### src/rtl/spi_save_pkg.sv
package spi_save_pkg;

  typedef enum logic [1:0] {
    PH_CMD  = 2'd0,
    PH_ADDR = 2'd1,
    PH_DATA = 2'd2,
    PH_HOLD = 2'd3
  } phase_t;

  typedef enum logic [1:0] {
    RS_FF     = 2'd0,
    RS_STATUS = 2'd1,
    RS_MEM    = 2'd2
  } rsel_t;

  localparam logic [7:0] OP_PROG     = 8'h02;
  localparam logic [7:0] OP_READ     = 8'h03;
  localparam logic [7:0] OP_WRDI     = 8'h04;
  localparam logic [7:0] OP_RDSR     = 8'h05;
  localparam logic [7:0] OP_WREN     = 8'h06;
  localparam logic [7:0] OP_WRITE_HI = 8'h0A;
  localparam logic [7:0] OP_READ_HI  = 8'h0B;
  localparam logic [7:0] IDLE_BYTE   = 8'hFF;

  function automatic int addr_bytes_for(input int mem_bytes);
    if (mem_bytes > 65536)     return 3;
    else if (mem_bytes <= 512) return 1;
    else                       return 2;
  endfunction

  function automatic logic is_rw_op(input logic [7:0] op);
    return (op == OP_PROG) || (op == OP_READ) ||
           (op == OP_WRITE_HI) || (op == OP_READ_HI);
  endfunction

endpackage

### src/rtl/save_mem_array.sv
module save_mem_array #(
  parameter int DEPTH = 512,
  parameter int AW    = 9
) (
  input  logic          clk,
  input  logic          rd_en,
  input  logic          we,
  input  logic [AW-1:0] addr,
  input  logic [7:0]    wdata,
  output logic [7:0]    rdata
);

  logic [7:0] store [DEPTH];

  // erased state of a fresh save chip
  initial begin
    for (int i = 0; i < DEPTH; i++) store[i] = 8'hFF;
  end

  // read-first: a page-write sees the byte it replaces
  always_ff @(posedge clk) begin
    if (rd_en) rdata <= store[addr];
    if (we)    store[addr] <= wdata;
  end

endmodule

### src/rtl/save_cmd_seq.sv
module save_cmd_seq
  import spi_save_pkg::*;
#(
  parameter int MEM_BYTES  = 512,
  parameter int ADDR_BYTES = 1,
  parameter int MEM_AW     = 9,
  parameter int AREG_W     = 10
) (
  input  logic              clk,
  input  logic              rst,
  input  logic              cs_n,
  input  logic              byte_stb,
  input  logic [7:0]        byte_in,
  input  logic              is_flash,
  output logic              mem_we,
  output logic [MEM_AW-1:0] mem_addr,
  output rsel_t             rsel,
  output logic              wel
);

  localparam bit                TINY      = (ADDR_BYTES == 1);
  localparam logic [AREG_W-1:0] LIMIT     = AREG_W'(MEM_BYTES);
  localparam logic [1:0]        ACNT_INIT = 2'(ADDR_BYTES - 1);

  phase_t            phase;
  logic [7:0]        cmd;
  logic [1:0]        acnt;
  logic [AREG_W-1:0] addr;
  logic              wrote;

  logic stb_act, in_range, rd_op, wr_op;

  assign stb_act  = byte_stb & ~cs_n;
  assign in_range = (addr < LIMIT);
  assign rd_op    = (cmd == OP_READ) || (!is_flash && cmd == OP_READ_HI);
  assign wr_op    = (cmd == OP_PROG) || (cmd == OP_WRITE_HI);
  assign mem_addr = addr[MEM_AW-1:0];

  always_comb begin
    mem_we = 1'b0;
    rsel   = RS_FF;
    if (stb_act) begin
      case (phase)
        PH_DATA: begin
          if (wr_op && wel && in_range) mem_we = 1'b1;
          if (rd_op) rsel = (is_flash && !in_range) ? RS_FF : RS_MEM;
          else if (is_flash && cmd == OP_WRITE_HI && in_range) rsel = RS_MEM;
        end
        PH_HOLD: if (cmd == OP_RDSR) rsel = RS_STATUS;
        default: ;
      endcase
    end
  end

  always_ff @(posedge clk) begin
    if (rst) begin
      phase <= PH_CMD;
      cmd   <= '0;
      acnt  <= '0;
      addr  <= '0;
      wel   <= 1'b0;
      wrote <= 1'b0;
    end else if (cs_n) begin
      phase <= PH_CMD;
      cmd   <= '0;
      acnt  <= '0;
      addr  <= '0;
      if (wrote) begin
        wel   <= 1'b0;
        wrote <= 1'b0;
      end
    end else if (byte_stb) begin
      case (phase)
        PH_CMD: begin
          cmd <= byte_in;
          if (byte_in == OP_WREN) wel <= 1'b1;
          if (byte_in == OP_WRDI) wel <= 1'b0;
          if (is_rw_op(byte_in)) begin
            phase <= PH_ADDR;
            acnt  <= ACNT_INIT;
            addr  <= (TINY && !is_flash && byte_in[3]) ? AREG_W'(1) : '0;
          end else begin
            phase <= PH_HOLD;
          end
        end
        PH_ADDR: begin
          addr <= {addr[AREG_W-9:0], byte_in};
          if (acnt == 2'd0) phase <= PH_DATA;
          else              acnt  <= acnt - 2'd1;
        end
        PH_DATA: begin
          addr <= addr + AREG_W'(1);
          if (mem_we) wrote <= 1'b1;
        end
        default: ;
      endcase
    end
  end


  wel_set_chk: assert property (@(posedge clk) disable iff (rst)
    $rose(wel) |-> $past(!cs_n && byte_stb && phase == PH_CMD && byte_in == OP_WREN));


  wel_drop_chk: assert property (@(posedge clk) disable iff (rst)
    $fell(wel) |-> $past(cs_n || (byte_stb && phase == PH_CMD && byte_in == OP_WRDI)));


  cs_restart_chk: assert property (@(posedge clk) disable iff (rst)
    cs_n |=> (phase == PH_CMD && addr == '0));


  addr_step_chk: assert property (@(posedge clk) disable iff (rst)
    (stb_act && phase == PH_DATA) |=> (addr == $past(addr) + AREG_W'(1)));

endmodule

### src/rtl/spi_save_responder.sv
module spi_save_responder
  import spi_save_pkg::*;
#(
  parameter int MEM_BYTES = 512
) (
  input  logic       clk,
  input  logic       rst,
  input  logic       cs_n,
  input  logic       byte_stb,
  input  logic [7:0] byte_in,
  input  logic       is_flash,
  output logic       resp_valid,
  output logic [7:0] resp_byte
);

  localparam int ADDR_BYTES = addr_bytes_for(MEM_BYTES);
  localparam int MEM_AW     = $clog2(MEM_BYTES);
  localparam int AREG_W     = (ADDR_BYTES * 8 > MEM_AW) ? ADDR_BYTES * 8 + 1 : MEM_AW + 1;

  logic              mem_we, wel, stb_act;
  logic [MEM_AW-1:0] mem_addr;
  logic [7:0]        rdata, stat_q;
  rsel_t             rsel, rsel_q;

  assign stb_act = byte_stb & ~cs_n;

  save_cmd_seq #(
    .MEM_BYTES (MEM_BYTES),
    .ADDR_BYTES(ADDR_BYTES),
    .MEM_AW    (MEM_AW),
    .AREG_W    (AREG_W)
  ) u_seq (
    .clk     (clk),
    .rst     (rst),
    .cs_n    (cs_n),
    .byte_stb(byte_stb),
    .byte_in (byte_in),
    .is_flash(is_flash),
    .mem_we  (mem_we),
    .mem_addr(mem_addr),
    .rsel    (rsel),
    .wel     (wel)
  );

  save_mem_array #(
    .DEPTH(MEM_BYTES),
    .AW   (MEM_AW)
  ) u_mem (
    .clk  (clk),
    .rd_en(stb_act),
    .we   (mem_we),
    .addr (mem_addr),
    .wdata(byte_in),
    .rdata(rdata)
  );

  always_ff @(posedge clk) begin
    if (rst) begin
      resp_valid <= 1'b0;
      rsel_q     <= RS_FF;
      stat_q     <= '0;
    end else begin
      resp_valid <= stb_act;
      if (stb_act) begin
        rsel_q <= rsel;
        stat_q <= {6'b0, wel, 1'b0};
      end
    end
  end

  always_comb begin
    case (rsel_q)
      RS_STATUS: resp_byte = stat_q;
      RS_MEM:    resp_byte = rdata;
      default:   resp_byte = IDLE_BYTE;
    endcase
  end


  resp_align_chk: assert property (@(posedge clk) disable iff (rst)
    resp_valid |-> $past(byte_stb && !cs_n));


  quiet_when_idle_chk: assert property (@(posedge clk) disable iff (rst)
    $past(cs_n) |-> !resp_valid);

endmodule

### config.mk
export PLATFORM = sky130hd
export DESIGN_NAME = spi_save_responder
export DESIGN_NICKNAME = d
export VERILOG_FILES = /design/src/rtl/spi_save_pkg.sv /design/src/rtl/save_mem_array.sv /design/src/rtl/save_cmd_seq.sv /design/src/rtl/spi_save_responder.sv
export SDC_FILE = /design/constraint.sdc
export NUM_CORES = 2
export LEC_CHECK = 0
export BUFFER_PORTS_ARGS = -buffer_cell sky130_fd_sc_hd__buf_2
export CAP_MARGIN = 20
export CELL_PAD_IN_SITES_DETAIL_PLACEMENT = 0
export CELL_PAD_IN_SITES_GLOBAL_PLACEMENT = 1
export CORE_MARGIN = 1
export CORE_UTILIZATION = 56
export CTS_CLUSTER_DIAMETER = 80
export DETAILED_ROUTE_END_ITERATION = 7
export MAX_ROUTING_LAYER = met4
export PLACE_DENSITY = 0.81
export RECOVER_POWER = 50
export SYNTH_ARGS = -nofsm -noshare
export SYNTH_HDL_FRONTEND = slang
export SYNTH_SLANG_ARGS = --single-unit
### constraint.sdc
create_clock -name clk -period 4.1 [get_ports clk]
set_input_delay 0.41 -clock clk [delete_from_list [all_inputs] [get_ports clk]]
set_output_delay 0.41 -clock clk [all_outputs]
set_load 0.02 [all_outputs]
; Word level (Yosys, flattened, before mapping)
; Memory sizes are Yosys's and may differ from the RTL's. A register that Yosys moved wholly into a read port is not among the register bits.
; Index checks and enable logic that the tools add are counted.
[op_classes]
n_bitwise = 2
n_mux = 26
order_cmp = 1
eq_ne = 20
n_reduce_logical = 28
addsub = 2
[op_table]
columns = cell, n
row1 = equality test 8 x 2 -> 1 bit (second input constant), 4
row2 = equality test 8 x 4 -> 1 bit (second input constant), 4
row3 = case mux 10 bit (3 select lines), 1
row4 = equality test 8 x 3 -> 1 bit (second input constant), 3
row5 = case mux 8 bit (2 select lines), 1
row6 = 2-to-1 mux 2 bit, 7
row7 = 2-to-1 mux 1 bit, 13
row8 = case mux 2 bit (2 select lines), 3
row9 = adder 10 x 1 -> 10 bit (second input constant), 1
row10 = less-than comparator 10 bit (second input constant), 1
row11 = 2-to-1 mux 10 bit, 1
row12 = AND reduction 3 bit, 3
row13 = AND reduction 4 bit, 2
row14 = logical AND 1 bit, 7
row15 = equality test 2 bit (second input constant), 3
row16 = inequality test 2 x 1 -> 1 bit (second input constant), 3
row17 = nonzero test 2 bit, 3
row18 = nonzero test 3 bit, 2
row19 = logical OR 1 bit, 5
row20 = equality test 2 x 1 -> 1 bit (second input constant), 2
row21 = zero test 2 bit, 2
row22 = zero test 1 bit, 2
row23 = inequality test 2 bit (second input constant), 1
row24 = AND reduction 2 bit, 1
row25 = 4 further kinds, 4
[word_totals]
reg_bits = 28
mem_bits_rw = 4096
input_bits = 13
mem_count = 1
wordCells = 89
output_inout_bits = 9
[memory_table]
columns = memory, depth, word_bits, rd, rd_ports_with_merged_regs, wr, line
row1 = u_mem.store, 512, 8, 1, 1, 1, save_mem_array.sv:13  ; logic [7:0] store [DEPTH];

; Depth between registers and ports, before layout
[logic_depth]
ltp_word = 9
depth_mapped = 14
depth_no_buf = 7

; By module
; From an unflattened synthesis, not the netlist that was laid out.
[unflattened]
hier_cells = 7797
hier_area_um2 = 160251.2
[modules_own_cells]
columns = mod, area_each_um2, cells_per_inst, seq_area_each_um2, instances
row1 = save_mem_array, 158439.5, 7575, 123238.2, 1
row2 = save_cmd_seq, 1531.5, 191, 480.5, 1
row3 = spi_save_responder, 280.3, 31, 80.1, 1

; Worst setup path before layout
; OpenSTA, ideal clock, no wires.
[synth_path]
path_type = reg2reg
start = reg u_seq.addr[0]
end = reg u_mem.rdata[6], read port of u_mem.store (data pin)
period_less_slack_ns = 3.097
setup_slack_ns = 1.003
arrival_ns = 2.820
required_time_ns = 3.823
path_stages_with_launch = 11
path_cell_list = dfxtp_1 buf_6 buf_6 buf_2 buf_2 buf_2 mux4_2 o21ai_0 nand4_1 a2111oi_0 nand4_1
[synth_lines]
columns = element, line
row1 = start: declaration, save_cmd_seq.sv:28  ; logic [AREG_W-1:0] addr;
row2 = start signal: assignment, save_cmd_seq.sv:81  ; addr <= (TINY && !is_flash && byte_in[3]) ? AREG_W'(1) : '0;
row3 = start signal: assignment, save_cmd_seq.sv:87  ; addr <= {addr[AREG_W-9:0], byte_in};
row4 = start signal: assignment, save_cmd_seq.sv:92  ; addr <= addr + AREG_W'(1);
row5 = end: declaration, save_mem_array.sv:10  ; output logic [7:0] rdata

==> results.yml <==
run_status:
  run_status: "complete, but fails checks"
  violations: "capacitance limit, slew limit, setup timing"
min_path:
  min_path_type: "in2reg"
  whs_path_depth: 4
  min_to: "stat_q[1]$_SDFFE_PP0P_"
  hold_start: "cs_n"
drt:
  drtAntennaViolNets: 0
  vias: 85082
  wl_um: 451000
  drtIter0Drc: 13036
  wl_per_cell_um: 36.1
  dr.pass1.iters: 7
  drc: 0
  vias_per_cell: 6.82
cells_and_area:
  area_delta_synth_final_pct: 13.2
  drive_above_1_share: 0.242
  final_util: 0.638
  fillers: 18579
  fin_nets: 8397
sta:
  finalHoldViolCount: 0
  slew_violations: 2733
  max_freq_mhz: 235
  setup_viol: 3
  setup_slack_ps: -150
  max_slew.worst_pin.slew_ps: 3500
  skew_ps: 79.2
  min_period_ps: 4250
  maxSlewHeadroom: -1.33
  min_period_over_period: 1.04
worst_setup_path:
  path_cells: "buf_4 > clkinv_1 > or3_1 > o32ai_1 > nor3_1 > buf_4 > and4_1 > nand4_1"
  slowest_stage: "o32ai_1"
  critPathCaptureType: "flop"
  r2r_setup_slack_ps: -150
  path_class: "reg2reg"
  regToRegEndpoint: "u_mem.rdata[5]$_DFFE_PP_"
  reg2regPathDepth: 8
  arrival_ps: 5050
  slowest_delay_ps: 1180
  crit_top_cell: "buf_4"
  cp-start-kind: "flop"
  reg2reg_from: "u_seq.addr[4]$_SDFFE_PP0P_"
  cp_max_fo: 15
  cp.required_ps: 4900
synth:
  syn_area_um2: 161000
  yosysSeqAreaShare: 0.770
  synth_edf_count: 4104
  async_reset_ff_frac: 0
  yosysUniqueCellTypes: 77
  netlist.area_leader.share: 0.767
  synth_area_leaders: "edfxtp_1 (77%), mux4_2 (13%), mux2i_1 (2.2%)"
  syn_nets: 7926
  yosys_warnings: 0
  yosys.area.top_type: "edfxtp_1"
  synth_seq_cells: 4132
  synth_area_per_cell_um2: 20.3
  netlist_instances: 7902
  ys.flop_type: "edfxtp_1"
global_route:
  grt_max_degree: 207
  grt_pass1_vias: 84024
  grt_overflow: 0
  track_usage: 0.323
  grt_pass1_wl_um: 631000
  antenna_found_initial: 21
floorplan:
  num_io_pins: 22
  fp.dieH_um: 538
  die_w_um: 538
  coreArea_um2: 285000
  start_util: 0.564
  die-area_um2: 289000
  rows: 196
clock_network:
  cts-root-buf: "clkbuf_16"
  clk_latency_ps: 1010
  cts_tree: "yes"
  numClockSinks: 4132
  htree_levels: 5
  cts_made_buffers: 402
  cts_max_path_buffers: 4
  cts.clk_slew.worst_paths_ps: 70
placed_design:
  place_hpwl_um: 284000
  pre_cts_ws_ps: -373
  place.port_buffers: 21
  gp_congestion: 0.968
power:
  ir_drop_mv: 0.401
  p_leak_nw: 55.7
  powerDensity_nw_per_um2: 467
run:
  maxCapViolations: 32
[cell usage in the layout, fill, tap and decap left out, types with 11 or more instances in the layout]
| cell type | instances |
|---|---|
| clkbuf_16 | 402 |
| edfxtp_1 | 4104 |
| clkinv_16 | 19 |
| nand2_1 | 238 |
| clkinv_2 | 61 |
| clkbuf_1 | 104 |
| nor4_1 | 11 |
| dlygate4sd3_1 | 13 |
| buf_2 | 15 |
| and3_1 | 18 |
| a22o_1 | 37 |
| nand3_1 | 239 |
| clkinvlp_4 | 12 |
| a211oi_1 | 28 |
| mux2_2 | 39 |
| diode_2 | 18 |
| inv_1 | 11 |
| a221oi_1 | 18 |
| o22ai_1 | 118 |
| a22oi_1 | 81 |
| ha_1 | 11 |
| clkinv_1 | 101 |
| o21ai_0 | 72 |
| nor3_1 | 24 |
| mux2i_1 | 356 |
| a21oi_1 | 102 |
| nand4_1 | 128 |
| buf_12 | 75 |
| nor2_1 | 581 |
| bufinv_16 | 43 |
| a31oi_1 | 24 |
| dfxtp_1 | 23 |
| mux4_2 | 898 |
| clkbuf_2 | 18 |
| buf_4 | 415 |
[through the flow]
step / total power, mW / hold slack (ps) / setup TNS, ps / instances / area, um^2
6_report: 85.0 / 156 / -231 / 12483 / 182000
5_1_grt: 86.7 / 151 / -5.97 / 12479 / 182000
3_3_place_gp: 48.7 / 451 / -1370 / 11708 / 169000
4_1_cts: 85.1 / 21.7 / 0 / 12465 / 182000
2_1_floorplan: 47.8 / 423 / 0 / 7902 / 161000
3_5_place_dp: 48.8 / 453 / -1580 / 11710 / 169000
[worst max-delay path, delay by kind of cell, from the launching register on]
family	cells	cell delay, ps
compound gates	1	1180
flops	1	800
simple gates	4	1300
buf+inv	3	770
[cell type report]
class	instances	area (um^2)	share of cell area
sequential	4132	124000	0.680
multi-input combinational	3248	34900	0.192
clock buffer	491	10400	0.0573
timing repair buffer	574	5290	0.0290
tap	3762	4710	0.0259
clock inverter	243	2770	0.0152
inverter	15	66.3	0.000364
antenna	18	45.0	0.000248
[routing by layer]
metal / part of all wire / global-route usage / routed length (um)
met1: 0.36 / 0.419 / 161000
met2: 0.47 / 0.491 / 213000
met3: 0.11 / 0.0659 / 50100
met4: 0.059 / 0.160 / 26700
met5: 0 / - / 0
[timing repair]
| item | in CTS | in global routing |
|---|---|---|
| cloned | 2 | 0 |
| pin swaps | 2 | 4 |
| hold endpoints to repair | 219 | 0 |
| resized for setup | 15 | 16 |
| buffers inserted | 6 | 0 |
| endpoints found under the setup margin | 5 | 30 |
| hold buffers | 13 | 0 |
[flip-flops by register name (all words and copies together), names as in the netlist]
register and flops:
u_seq.addr 10, u_mem.rdata 8, u_seq.acnt 2, u_mem.store 4096, u_seq.wrote 1, u_seq.phase 2
u_seq.wel 1, rsel_q 2, stat_q 1, resp_valid 1, u_seq.cmd 8
[power breakdown]
part / internal (mW) / total [mW] / leakage (nW) / switching (mW)
Clock: 20.9 / 37.0 / 6.36 / 16.1
Sequential: 46.5 / 46.5 / 37.1 / 0.00594
Combinational: 0.354 / 1.47 / 12.3 / 1.12
Total: 67.8 / 85.0 / 55.7 / 17.2
[how the worst max path moves through the flow]
stage                               start                       end  slack (ps)  depth (start not counted)
6_report       u_seq.addr[4]$_SDFFE_PP0P_  u_mem.rdata[5]$_DFFE_PP_        -150                          8
5_1_grt        u_seq.addr[0]$_SDFFE_PP0P_  u_mem.rdata[5]$_DFFE_PP_          -6                          9
4_1_cts        u_seq.addr[0]$_SDFFE_PP0P_  u_mem.rdata[2]$_DFFE_PP_          20                         12
3_5_place_dp   u_seq.addr[0]$_SDFFE_PP0P_  u_mem.rdata[7]$_DFFE_PP_        -370                          9
3_3_place_gp   u_seq.addr[0]$_SDFFE_PP0P_  u_mem.rdata[7]$_DFFE_PP_        -420                          9
2_1_floorplan  u_seq.addr[0]$_SDFFE_PP0P_  u_mem.rdata[6]$_DFFE_PP_        1000                         10
[cells in the mapped netlist, types with 37 or more instances]
master    count
edfxtp_1   4104
mux4_2      898
nor2_1      584
mux2i_1     357
nand2_1     255
nand3_1     239
clkbuf_1    184
buf_2       161
nand4_1     128
o22ai_1     118
a21oi_1     102
buf_1       102
a22oi_1      81
o21ai_0      72
buf_4        42
mux2_2       39
a22o_1       37
[kinds of logic (layout without fill, tap and decap cells)]
family	after synthesis	after routing	synth area share
simple gates	1360	1360	0.0386
xor+xnor	8	8	0.000436
other cells	0	18	0
flops	4132	4132	0.770
compound gates	574	574	0.0239
fa+ha+maj	11	11	0.000856
buf+inv	522	1323	0.0153
mux	1295	1295	0.151
(Power assumes the default switching activity.)
